### src/rtl/sym_patch_pkg.sv
package sym_patch_pkg;

    localparam int DATA_BYTES  = 2048;
    localparam int SPARE_BYTES = 64;
    localparam int BUF_BYTES   = DATA_BYTES + SPARE_BYTES;
    localparam int ADDR_W      = $clog2(BUF_BYTES);
    localparam int SYM_W       = 12;
    localparam int POS_W       = 11;
    localparam int LAST_POS    = 1374;

    typedef enum logic [2:0] {
        ST_IDLE,
        ST_RD_A,
        ST_WR_A,
        ST_RD_B,
        ST_WR_B,
        ST_DONE
    } patch_state_e;

    typedef struct packed {
        logic [ADDR_W-1:0] addr_a;
        logic [ADDR_W-1:0] addr_b;
        logic [7:0]        mask_a;
        logic [7:0]        mask_b;
        logic              two_bytes;
        logic              bad;
    } byte_plan_t;

endpackage

### src/rtl/sym_patch_map.sv
module sym_patch_map
    import sym_patch_pkg::*;
(
    input  logic [POS_W-1:0] pos,
    input  logic [SYM_W-1:0] pat,
    output byte_plan_t       plan
);
    localparam int TRIP_W = POS_W + 2;

    logic [TRIP_W-1:0] trip;
    logic [ADDR_W-1:0] half;
    logic              out_of_range;
    logic              zero_pos;

    always_comb begin
        trip         = {2'b00, pos} + {1'b0, pos, 1'b0};
        half         = trip[ADDR_W:1];
        out_of_range = (pos > POS_W'(LAST_POS));
        zero_pos     = (pos == '0);

        plan.bad       = out_of_range || (zero_pos && (pat[11:8] != 4'h0));
        plan.two_bytes = 1'b1;
        plan.addr_a    = half;
        plan.addr_b    = half + ADDR_W'(1);
        plan.mask_a    = pat[11:4];
        plan.mask_b    = {pat[3:0], 4'h0};

        if (zero_pos) begin
            plan.two_bytes = 1'b0;
            plan.addr_a    = '0;
            plan.mask_a    = pat[7:0];
        end else if (!pos[0]) begin
            plan.addr_a = half - ADDR_W'(1);
            plan.addr_b = half;
            plan.mask_a = {4'h0, pat[11:8]};
            plan.mask_b = pat[7:0];
        end
    end
endmodule

### src/rtl/sym_patch_fsm.sv
module sym_patch_fsm
    import sym_patch_pkg::*;
#(
    parameter int MAX_FIX = 4,
    localparam int CNT_W  = $clog2(MAX_FIX + 1)
) (
    input  logic              clk,
    input  logic              rst_n,
    input  logic              in_valid,
    input  logic              in_last,
    input  byte_plan_t        plan,
    output logic              in_ready,
    output logic [ADDR_W-1:0] mem_addr,
    output logic              mem_rd_en,
    input  logic [7:0]        mem_rdata,
    output logic              mem_wr_en,
    output logic [7:0]        mem_wdata,
    output logic              done,
    output logic [CNT_W-1:0]  fix_count,
    output logic              page_fail
);
    patch_state_e      state_q, state_d;
    logic [ADDR_W-1:0] addr_a_q, addr_b_q;
    logic [7:0]        mask_a_q, mask_b_q;
    logic              two_q, last_q, fail_q;
    logic [CNT_W-1:0]  count_q;
    logic              accept, reject, pair_end;

    assign accept   = (state_q == ST_IDLE) && in_valid;
    assign reject   = fail_q || plan.bad || (count_q == CNT_W'(MAX_FIX));
    assign pair_end = (state_q == ST_WR_B) || ((state_q == ST_WR_A) && !two_q);

    // next state
    always_comb begin
        state_d = state_q;
        unique case (state_q)
            ST_IDLE: begin
                if (in_valid) begin
                    if (reject) state_d = in_last ? ST_DONE : ST_IDLE;
                    else        state_d = ST_RD_A;
                end
            end
            ST_RD_A: state_d = ST_WR_A;
            ST_WR_A: begin
                if (two_q)       state_d = ST_RD_B;
                else if (last_q) state_d = ST_DONE;
                else             state_d = ST_IDLE;
            end
            ST_RD_B: state_d = ST_WR_B;
            ST_WR_B: state_d = last_q ? ST_DONE : ST_IDLE;
            ST_DONE: state_d = ST_IDLE;
            default: state_d = ST_IDLE;
        endcase
    end

    // state register
    always_ff @(posedge clk or negedge rst_n) begin
        if (!rst_n) state_q <= ST_IDLE;
        else        state_q <= state_d;
    end

    // pair and page bookkeeping
    always_ff @(posedge clk or negedge rst_n) begin
        if (!rst_n) begin
            addr_a_q <= '0;
            addr_b_q <= '0;
            mask_a_q <= '0;
            mask_b_q <= '0;
            two_q    <= 1'b0;
            last_q   <= 1'b0;
            fail_q   <= 1'b0;
            count_q  <= '0;
        end else begin
            if (accept) begin
                last_q <= in_last;
                if (reject) begin
                    fail_q <= 1'b1;
                end else begin
                    addr_a_q <= plan.addr_a;
                    addr_b_q <= plan.addr_b;
                    mask_a_q <= plan.mask_a;
                    mask_b_q <= plan.mask_b;
                    two_q    <= plan.two_bytes;
                end
            end
            if (pair_end) count_q <= count_q + CNT_W'(1);
            if (state_q == ST_DONE) begin
                count_q <= '0;
                fail_q  <= 1'b0;
            end
        end
    end

    // outputs
    always_comb begin
        in_ready  = 1'b0;
        mem_rd_en = 1'b0;
        mem_wr_en = 1'b0;
        mem_addr  = addr_a_q;
        mem_wdata = mem_rdata ^ mask_a_q;
        done      = 1'b0;
        unique case (state_q)
            ST_IDLE: in_ready = 1'b1;
            ST_RD_A: mem_rd_en = 1'b1;
            ST_WR_A: mem_wr_en = 1'b1;
            ST_RD_B: begin
                mem_rd_en = 1'b1;
                mem_addr  = addr_b_q;
            end
            ST_WR_B: begin
                mem_wr_en = 1'b1;
                mem_addr  = addr_b_q;
                mem_wdata = mem_rdata ^ mask_b_q;
            end
            ST_DONE: done = 1'b1;
            default: ;
        endcase
    end

    assign fix_count = count_q;
    assign page_fail = fail_q;
endmodule

### src/rtl/sym_patch_engine.sv
module sym_patch_engine
    import sym_patch_pkg::*;
#(
    parameter int MAX_FIX = 4,
    localparam int CNT_W  = $clog2(MAX_FIX + 1)
) (
    input  logic              clk,
    input  logic              rst_n,
    input  logic              in_valid,
    output logic              in_ready,
    input  logic [POS_W-1:0]  in_pos,
    input  logic [SYM_W-1:0]  in_pat,
    input  logic              in_last,
    output logic [ADDR_W-1:0] mem_addr,
    output logic              mem_rd_en,
    input  logic [7:0]        mem_rdata,
    output logic              mem_wr_en,
    output logic [7:0]        mem_wdata,
    output logic              done,
    output logic [CNT_W-1:0]  fix_count,
    output logic              page_fail
);
    byte_plan_t plan;

    sym_patch_map u_map (
        .pos  (in_pos),
        .pat  (in_pat),
        .plan (plan)
    );

    sym_patch_fsm #(.MAX_FIX(MAX_FIX)) u_fsm (
        .clk       (clk),
        .rst_n     (rst_n),
        .in_valid  (in_valid),
        .in_last   (in_last),
        .plan      (plan),
        .in_ready  (in_ready),
        .mem_addr  (mem_addr),
        .mem_rd_en (mem_rd_en),
        .mem_rdata (mem_rdata),
        .mem_wr_en (mem_wr_en),
        .mem_wdata (mem_wdata),
        .done      (done),
        .fix_count (fix_count),
        .page_fail (page_fail)
    );
endmodule

### config.mk
export PLATFORM = sky130hd
export DESIGN_NAME = sym_patch_engine
export DESIGN_NICKNAME = d
export VERILOG_FILES = /design/src/rtl/sym_patch_pkg.sv /design/src/rtl/sym_patch_map.sv /design/src/rtl/sym_patch_fsm.sv /design/src/rtl/sym_patch_engine.sv
export SDC_FILE = /design/constraint.sdc
export NUM_CORES = 1
export LEC_CHECK = 0
export BUFFER_PORTS_ARGS = -buffer_cell sky130_fd_sc_hd__buf_2
export CELL_PAD_IN_SITES_DETAIL_PLACEMENT = 1
export CELL_PAD_IN_SITES_GLOBAL_PLACEMENT = 1
export CORE_ASPECT_RATIO = 0.9
export CORE_MARGIN = 2
export CORE_UTILIZATION = 40
export CTS_BUF_LIST = sky130_fd_sc_hd__clkbuf_4
export DETAILED_ROUTE_END_ITERATION = 8
export PLACE_DENSITY = 0.84
export SYNTH_ARGS = -nofsm -noshare
export SYNTH_HDL_FRONTEND = slang
export SYNTH_SLANG_ARGS = --single-unit
### constraint.sdc
create_clock -name clk -period 2.1 [get_ports clk]
set_input_delay 0.42 -clock clk [delete_from_list [all_inputs] [get_ports clk]]
set_output_delay 0.42 -clock clk [all_outputs]
set_load 0.02 [all_outputs]
==> results of run 1 <==
==> timing repair <==
action / CTS / global route
gates resized for setup: 97 / 123
cloned: 2 / 5
buffers inserted: 8 / 14
hold buffers: 0 / 1
setup endpoints to repair: 60 / 65
pin swaps: 17 / 51
endpoints found under the hold margin: 0 / 20
==> flip-flops by register name (all words and copies together), names as in the netlist <==
name and flops:
u_fsm.last_q 1, u_fsm.two_q 1, u_fsm.page_fail 1, u_fsm.addr_b_q 12, u_fsm.fix_count 3, u_fsm.addr_a_q 12, u_fsm.mask_b_q 8, u_fsm.state_q 3
u_fsm.mask_a_q 8
==> cells in the mapped netlist (3+ instances only) <==
cell type	count	area, sq um
and3_1	4	25.02
nor3_1	7	35.03
or3_1	3	18.77
a21o_1	3	22.52
o21a_1	3	22.52
o21ai_0	44	220.2
mux2_2	13	146.4
nor2b_1	9	56.30
nand2b_1	5	31.28
or4_1	4	30.03
inv_1	19	71.32
or2_2	3	18.77
nand3_1	7	35.03
xnor2_1	25	219.0
nor2_1	34	127.6
and2_1	3	18.77
mux2i_1	17	170.2
clkbuf_1	18	67.56
a21oi_1	24	120.1
o31ai_1	11	82.58
nand2_1	59	221.5
dfrtp_1	49	1226
xor2_1	11	96.34
nand4b_1	3	26.28
buf_2	7	35.03
o311ai_0	3	26.28
a211oi_1	3	22.52
o211ai_1	3	22.52
and3b_1	4	35.03
ha_1	29	362.9
==> final cells by class <==
class,count,share of cell area
inverters,19,0.01106
clock inverters,2,0.002134
multi-input cells,372,0.5264
clock buffers,6,0.006985
flip-flops and latches,49,0.1905
repair buffers,178,0.2377
diodes,2,0.0007761
well taps,126,0.02445
==> cell families (layout without fill, tap and decap cells) <==
group / after synthesis / after routing
simple gates: 158 / 159
compound gates: 117 / 117
flops: 49 / 49
buf+inv: 48 / 205
xor+xnor: 36 / 36
fa+ha+maj: 30 / 30
mux: 30 / 30
other cells: 0 / 2
==> power by group <==
part | internal (mW) | switching [mW] | leakage [nW]
combinational | 2.23 | 2.58 | 2.26
sequential | 1.37 | 0.454 | 0.615
clock | 0.148 | 0.411 | 0.0361
==> path summary, 6_finish.rpt <==
path                              startpoint            endpoint  cells past startpoint
setup / recovery                   in_pos[8]  u_fsm.addr_a_q[11]                     11
hold / removal                     in_pat[3]   u_fsm.mask_b_q[3]                      3
setup reg to reg            u_fsm.state_q[1]   u_fsm.mask_b_q[6]                      8
hold reg to reg            u_fsm.addr_b_q[7]   u_fsm.addr_b_q[7]                      2
max in group asynchronous              rst_n   u_fsm.addr_b_q[1]                      3
min in group asynchronous              rst_n   u_fsm.mask_a_q[6]                      2
==> worst min-delay path, stage by stage <==
cell	delay [ns]
buf_2	0.12
nand2_1	0.06
o21ai_0	0.08
==> cells in the final DEF (no fill, tap or decap), types with 5 or more instances in the layout <==
cell type / count
o21ai_2: 6
nor2_1: 23
ha_1: 17
buf_6: 33
xnor2_1: 19
buf_4: 96
buf_2: 36
nand2_2: 5
o21ai_0: 14
nor2_4: 5
dfrtp_1: 47
o31ai_4: 5
mux2i_1: 10
nand3_1: 6
o21ai_1: 25
mux2_4: 12
buf_12: 8
nor2_2: 6
xor2_1: 7
inv_2: 5
clkbuf_4: 6
mux2i_4: 5
a21oi_1: 19
nand2_1: 54
ha_4: 10
inv_1: 14
nor2b_1: 7
==> metal layers <==
layer / vias up / GRT usage
met1: 2390 / 0.3600
li1: 1964 / -
met2: 329 / 0.5638
met3: 116 / 0.05423
met5: - / 0
met4: 0 / 0.1233
==> summary.txt, run 1 <==
DR WL met3 = 1453 um
design area = 0.006449 sq mm
nature of the critical path startpoint = input pin
Final Net Count = 690
DR pass1 iterations = 5
syn avg cell area = 8.507 sq um
final hold slack = 0.2708 ns
routed len/inst = 27.91 um
Syn Std Cell Area = 0.003981 sq mm
CP peak stage delay = 0.60 ns
final slew viol count = 0
failing checks = negative setup slack
post-place instance area = 0.005235 sq mm
row count = 34
power per standard cell area = 1115 mW/mm^2
final core occ = 0.6678
initial core utilization = 0.4123
largest family of logic cells by synthesized area = simple AND/OR/NAND/NOR gates
total core area = 0.009657 sq mm
endpoints failing setup = 38
clk_skew = 0.02599 ns
Critical Path AT = 2.83 ns
most used cell, CP = buf_4
number of port buffers = 62
Worst Setup Path Type = input pin to flop
P_leak = 2.906 nW
pin count of the biggest net entering global routing = 33
Post-Route WL = 21040 um
max-cap viol count = 0
layout overhead on the synthesized area = 61.97%
clock slew at reported path FFs = 0.19 ns
worst-skew pair later-pin latency = 0.44 ns
type of the tightest min-delay check = input pin to flop
R2R setup slack = -0.12 ns
number of global-route vias before repair = 4776
setup_tns = -9.981 ns
Final ANT Viol Nets = 0
Max VDD drop = 0.7575 mV
Register Area = 0.001229 sq mm
flops & latches, synth = 49
Final Hold Vio Count = 0
pre-CTS WS = -0.7136 ns
via count = 4799
Primary FF master, synth = dfrtp_1
total gr overflow = 0
I/O pin cnt = 63
detailed-route DRC error count = 0
Cells after Synth = 468
CP Cell Sequence = buf_2 -> buf_4 -> ha_1 -> a211o_1 -> nor4b_1 -> a221oi_4 -> buf_4 -> a211oi_2 -> nand4b_1 -> xnor2_1 -> o21ai_1
WP data required = 2.42 ns
CTS buffer count = 5
Synth Warn # = 0
initial antenna violation count = 2
Die Footprint = 0.01077 sq mm
Synth async-reset ratio = 1.000
DR vias/cell = 6.365
CTS tree = yes
Die Wd = 109.2 um
DRT met1 WL = 7840 um
status = finished with violations
Worst Path Max Fanout = 4
layout cells sized above 1 = 0.4968
post-DP HPWL = 10290 um
xor-xnor portion of the synthesized cell area = 0.07920
multi-input logic area = 0.003395 sq mm
routability congestion estimate = 0.8401
minimum clock period = 2.509 ns
Post-synth EDFFs = 0
Final WS setup = -0.4089 ns
H-tree lvl count = 2
GRT Resource Usage Total = 0.3114
die span in y = 98.65 um
unrepaired setup endpoints after global routing = yes
Slew headroom = 0.5322
simple-gate share of the synthesized area = 0.1999
Placed Cells = 718
Buf/Inv on CP = 3
total power = 7.191 mW
Slew @ Worst Pin = 0.6919 ns
Syn Nets = 533
Crit-path slowest cell = nor4b_1
Crit path max-delay family = simple AND/OR/NAND/NOR gates
Non-Filler Instances = 754
met2 routed wirelength = 10540 um
CTS sink count = 49
Top Metal Used = met4
Yosys cell types = 60
Longest Clk Path Bufs = 2
Synth Area in Adders = 0.09617
Setup crit end kind = flop
filler cell count = 1023
mux contribution to synthesized area = 0.07951
post-synthesis compound-gate area fraction = 0.1860
first-pass GRT wire length = 25700 um
root buf cell = clkbuf_4
sequential element share of the synthesized area = 0.3080
Starting DRT DRC Count = 304
Tcrit/Tclk final = 1.195
fmax = 0.3986 GHz
Note: power is estimated with default switching activity, not from simulation.
==> run 2: changes to the inputs <==
--- a/config.mk
+++ b/config.mk
@@ -8,12 +8,12 @@
 export BUFFER_PORTS_ARGS = -buffer_cell sky130_fd_sc_hd__buf_2
 export CELL_PAD_IN_SITES_DETAIL_PLACEMENT = 1
 export CELL_PAD_IN_SITES_GLOBAL_PLACEMENT = 1
-export CORE_ASPECT_RATIO = 0.9
+export CORE_ASPECT_RATIO = 1.4
 export CORE_MARGIN = 2
-export CORE_UTILIZATION = 40
+export CORE_UTILIZATION = 48
 export CTS_BUF_LIST = sky130_fd_sc_hd__clkbuf_4
 export DETAILED_ROUTE_END_ITERATION = 8
-export PLACE_DENSITY = 0.84
+export PLACE_DENSITY = 0.94
 export SYNTH_ARGS = -nofsm -noshare
 export SYNTH_HDL_FRONTEND = slang
 export SYNTH_SLANG_ARGS = --single-unit
==> constraint.sdc (replaced) <==
create_clock -name clk -period 3.25 [get_ports clk]
set_input_delay 0.65 -clock clk [delete_from_list [all_inputs] [get_ports clk]]
set_output_delay 0.65 -clock clk [all_outputs]
set_load 0.02 [all_outputs]
==> run 2 against run 1 <==
- the run now ends clean
- sequential power fell by 39%
- clock power fell by 52%
- worst hold slack better by 0.18 ns
- sequential cell count unchanged
- clock-buffer cell count decreased by 1
- via count shrank 22%
- die area down 16%
- wire length down 44%
- cell area is 30% lower
- combinational power decreased by 63%
- highest routed layer unchanged
==> summary.txt, run 2 (same netlist as run 1, synthesis figures left out) <==
status = finished, final reports clean
root buf cell = clkbuf_4
DR pass1 iterations = 4 (-1)
Max VDD drop = 0.3591 mV (-53%)
Tcrit/Tclk final = 0.9156
clock slew at reported path FFs = 0.13 ns (-0.06 ns)
nature of the critical path startpoint = flop
Clk pwr share = 0.085 (+0.007)
Die Footprint = 0.009049 sq mm (-16%)
clk_skew = 0.004985 ns (-0.02100 ns)
CP peak stage delay = 0.60 ns (about the same)
Worst Path Max Fanout = 12 (+8)
design area = 0.004518 sq mm (-30%)
filler cell count = 1014 (-0.88%)
first-pass GRT wire length = 19240 um (-25%)
H-tree lvl count = 2 (unchanged)
Int Pwr = 1.668 mW (-55%)
row count = 39 (+15%)
final hold slack = 0.4539 ns (+0.1831 ns)
WP data required = 2.60 ns (+0.18 ns)
CP Cell Sequence = inv_1 -> nor2_1 -> a21o_2 -> mux2_2 -> buf_2
DR vias/cell = 5.880 (-7.6%)
Slew @ Worst Pin = 1.107 ns (+0.4155 ns)
r2r worst-path depth = 5 (-3)
unrepaired setup endpoints after global routing = no
Crit path depth = 5 (-6)
Final WS setup = 0.2742 ns (+0.6830 ns)
Crit-path slowest cell = dfrtp_1
Final Net Count = 596 (-14%)
number of global-route vias before repair = 3931 (-18%)
layout cells sized above 1 = 0.2189 (-0.2779)
P_leak = 2.142 nW (-26%)
Final ANT Viol Nets = 0 (unchanged)
routability congestion estimate = 0.9543 (+14%)
Buf/Inv on CP = 2 (-1)
post-DP HPWL = 9518 um (-7.5%)
reg2reg end = u_fsm.mask_a_q[1]
detailed-route DRC error count = 0 (unchanged)
GRT Resource Usage Total = 0.2752 (-0.03618)
final slew viol count = 0 (unchanged)
type of the tightest min-delay check = input pin to asynchronous set/reset pin
R2R setup slack = 0.90 ns (+1.02 ns)
Final Hold Vio Count = 0 (unchanged)
CTS tree = yes
I/O pin cnt = 63 (unchanged)
Comb pwr share = 0.560 (-0.108)
die span in y = 111.8 um (+13%)
CTS sink count = 49 (unchanged)
post-CTS setup buffer count = 0 (-8)
most frequent cells in the layout = buf_2, nand2_1, dfrtp_1
minimum clock period = 2.976 ns
initial core utilization = 0.4915 (+0.07922)
reg-to-reg critical path startpoint = u_fsm.state_q[1]
Starting DRT DRC Count = 176 (-42%)
final core occ = 0.5578 (-0.1100)
CTS hold repair buffers = 0 (unchanged)
initial antenna violation count = 1 (-1)
number of port buffers = 62 (unchanged)
setup_tns = 0 ns (+9.981 ns)
via count = 3722 (-22%)
post-place instance area = 0.004472 sq mm (-15%)
endpoints failing setup = 0 (-100%)
Setup crit end kind = output port
layout overhead on the synthesized area = 13.48%
sw frac = 0.4703 (-0.008333)
Post-Route WL = 11820 um (-44%)
Critical Path AT = 2.33 ns (-0.50 ns)
max-cap viol count = 0 (unchanged)
Worst Setup Path Type = flop to output port
worst-skew pair later-pin latency = 0.39 ns (-0.05 ns)
total core area = 0.008100 sq mm (-16%)
Die Wd = 80.97 um (-26%)
total gr overflow = 0 (unchanged)
Critical path origin = u_fsm.state_q[0]
pre-CTS WS = 0.01042 ns (+0.7240 ns)
most common cell after layout, fill and taps aside = buf_2
routed len/inst = 18.68 um (-33%)
fmax = 0.3360 GHz
power per standard cell area = 697.2 mW/mm^2 (-37%)
CTS buffer count = 5 (unchanged)
Reg power frac = 0.355 (+0.101)
switching pwr = 1.481 mW (-57%)
pin count of the biggest net entering global routing = 50 (+52%)
Crit path max-delay family = flip-flops
biggest regs = u_fsm.addr_a_q x12, u_fsm.addr_b_q x12
Longest Clk Path Bufs = 2 (unchanged)
Slew headroom = 0.2617 (-0.2705)
## run 2: cell count changes in the layout (fill, tap and decap cells not counted), moves of 7 or more
cell | before | now
ha_4 | 10 | 0
nor2_1 | 23 | 34
buf_12 | 8 | 1
mux2_2 | 1 | 13
o21ai_1 | 25 | 2
mux2i_1 | 10 | 17
buf_2 | 36 | 62
mux2_4 | 12 | 0
o21ai_0 | 14 | 44
ha_1 | 17 | 29
o31ai_1 | 2 | 11
buf_6 | 33 | 0
buf_4 | 96 | 22
## run 2: how the worst max path moves through the flow
stage                          to  slack (ns)
2_1_floorplan  u_fsm.addr_a_q[10]        0.31
3_3_place_gp   u_fsm.addr_b_q[11]         0.1
3_5_place_dp   u_fsm.addr_b_q[10]        0.01
4_1_cts               mem_addr[1]        0.10
5_1_grt              mem_wdata[2]        0.13
6_report             mem_addr[11]        0.27
## run 2: per-stage QoR
step	instances	total power, mW
5_1_grt	633	3.391
3_5_place_dp	626	2.898
3_3_place_gp	626	2.724
2_1_floorplan	468	2.280
4_1_cts	632	3.167
6_report	633	3.150
## run 2: cell type report
type / instances / area (sq um) / share of cell area
Antenna cell: 1 / 2.502 / 0.0005539
Clock buffer: 5 / 37.54 / 0.008308
Clock inverter: 1 / 5.005 / 0.001108
Inverter: 19 / 71.32 / 0.01579
Multi-Input combinational cell: 371 / 2552 / 0.5649
Sequential cell: 49 / 1226 / 0.2714
Tap cell: 102 / 127.6 / 0.02825
Timing Repair Buffer: 85 / 495.5 / 0.1097
## run 2: power groups by stage
stage | sequential (mW) | combinational (mW) | clock (mW)
floorplan | 1.04 | 1.24 | 0
global placement | 1.08 | 1.64 | 0
detailed placement | 1.13 | 1.77 | 0
CTS | 1.12 | 1.78 | 0.275
global route | 1.15 | 1.94 | 0.299
finish | 1.12 | 1.76 | 0.269
## run 2: repair_timing
item / in CTS / in global routing
hold endpoints to repair: 0 / 0
resized for setup: 0 / 1
endpoints found under the setup margin: 0 / 2
## run 2: routing by layer
layer  track usage  vias to the layer above  wire [um]
met2        0.5179                       82       6754
met3       0.03241                       31        308
met5             0                        -          0
met4        0.1288                        0        455
li1              -                     1756          -
met1        0.2935                     1853       4304
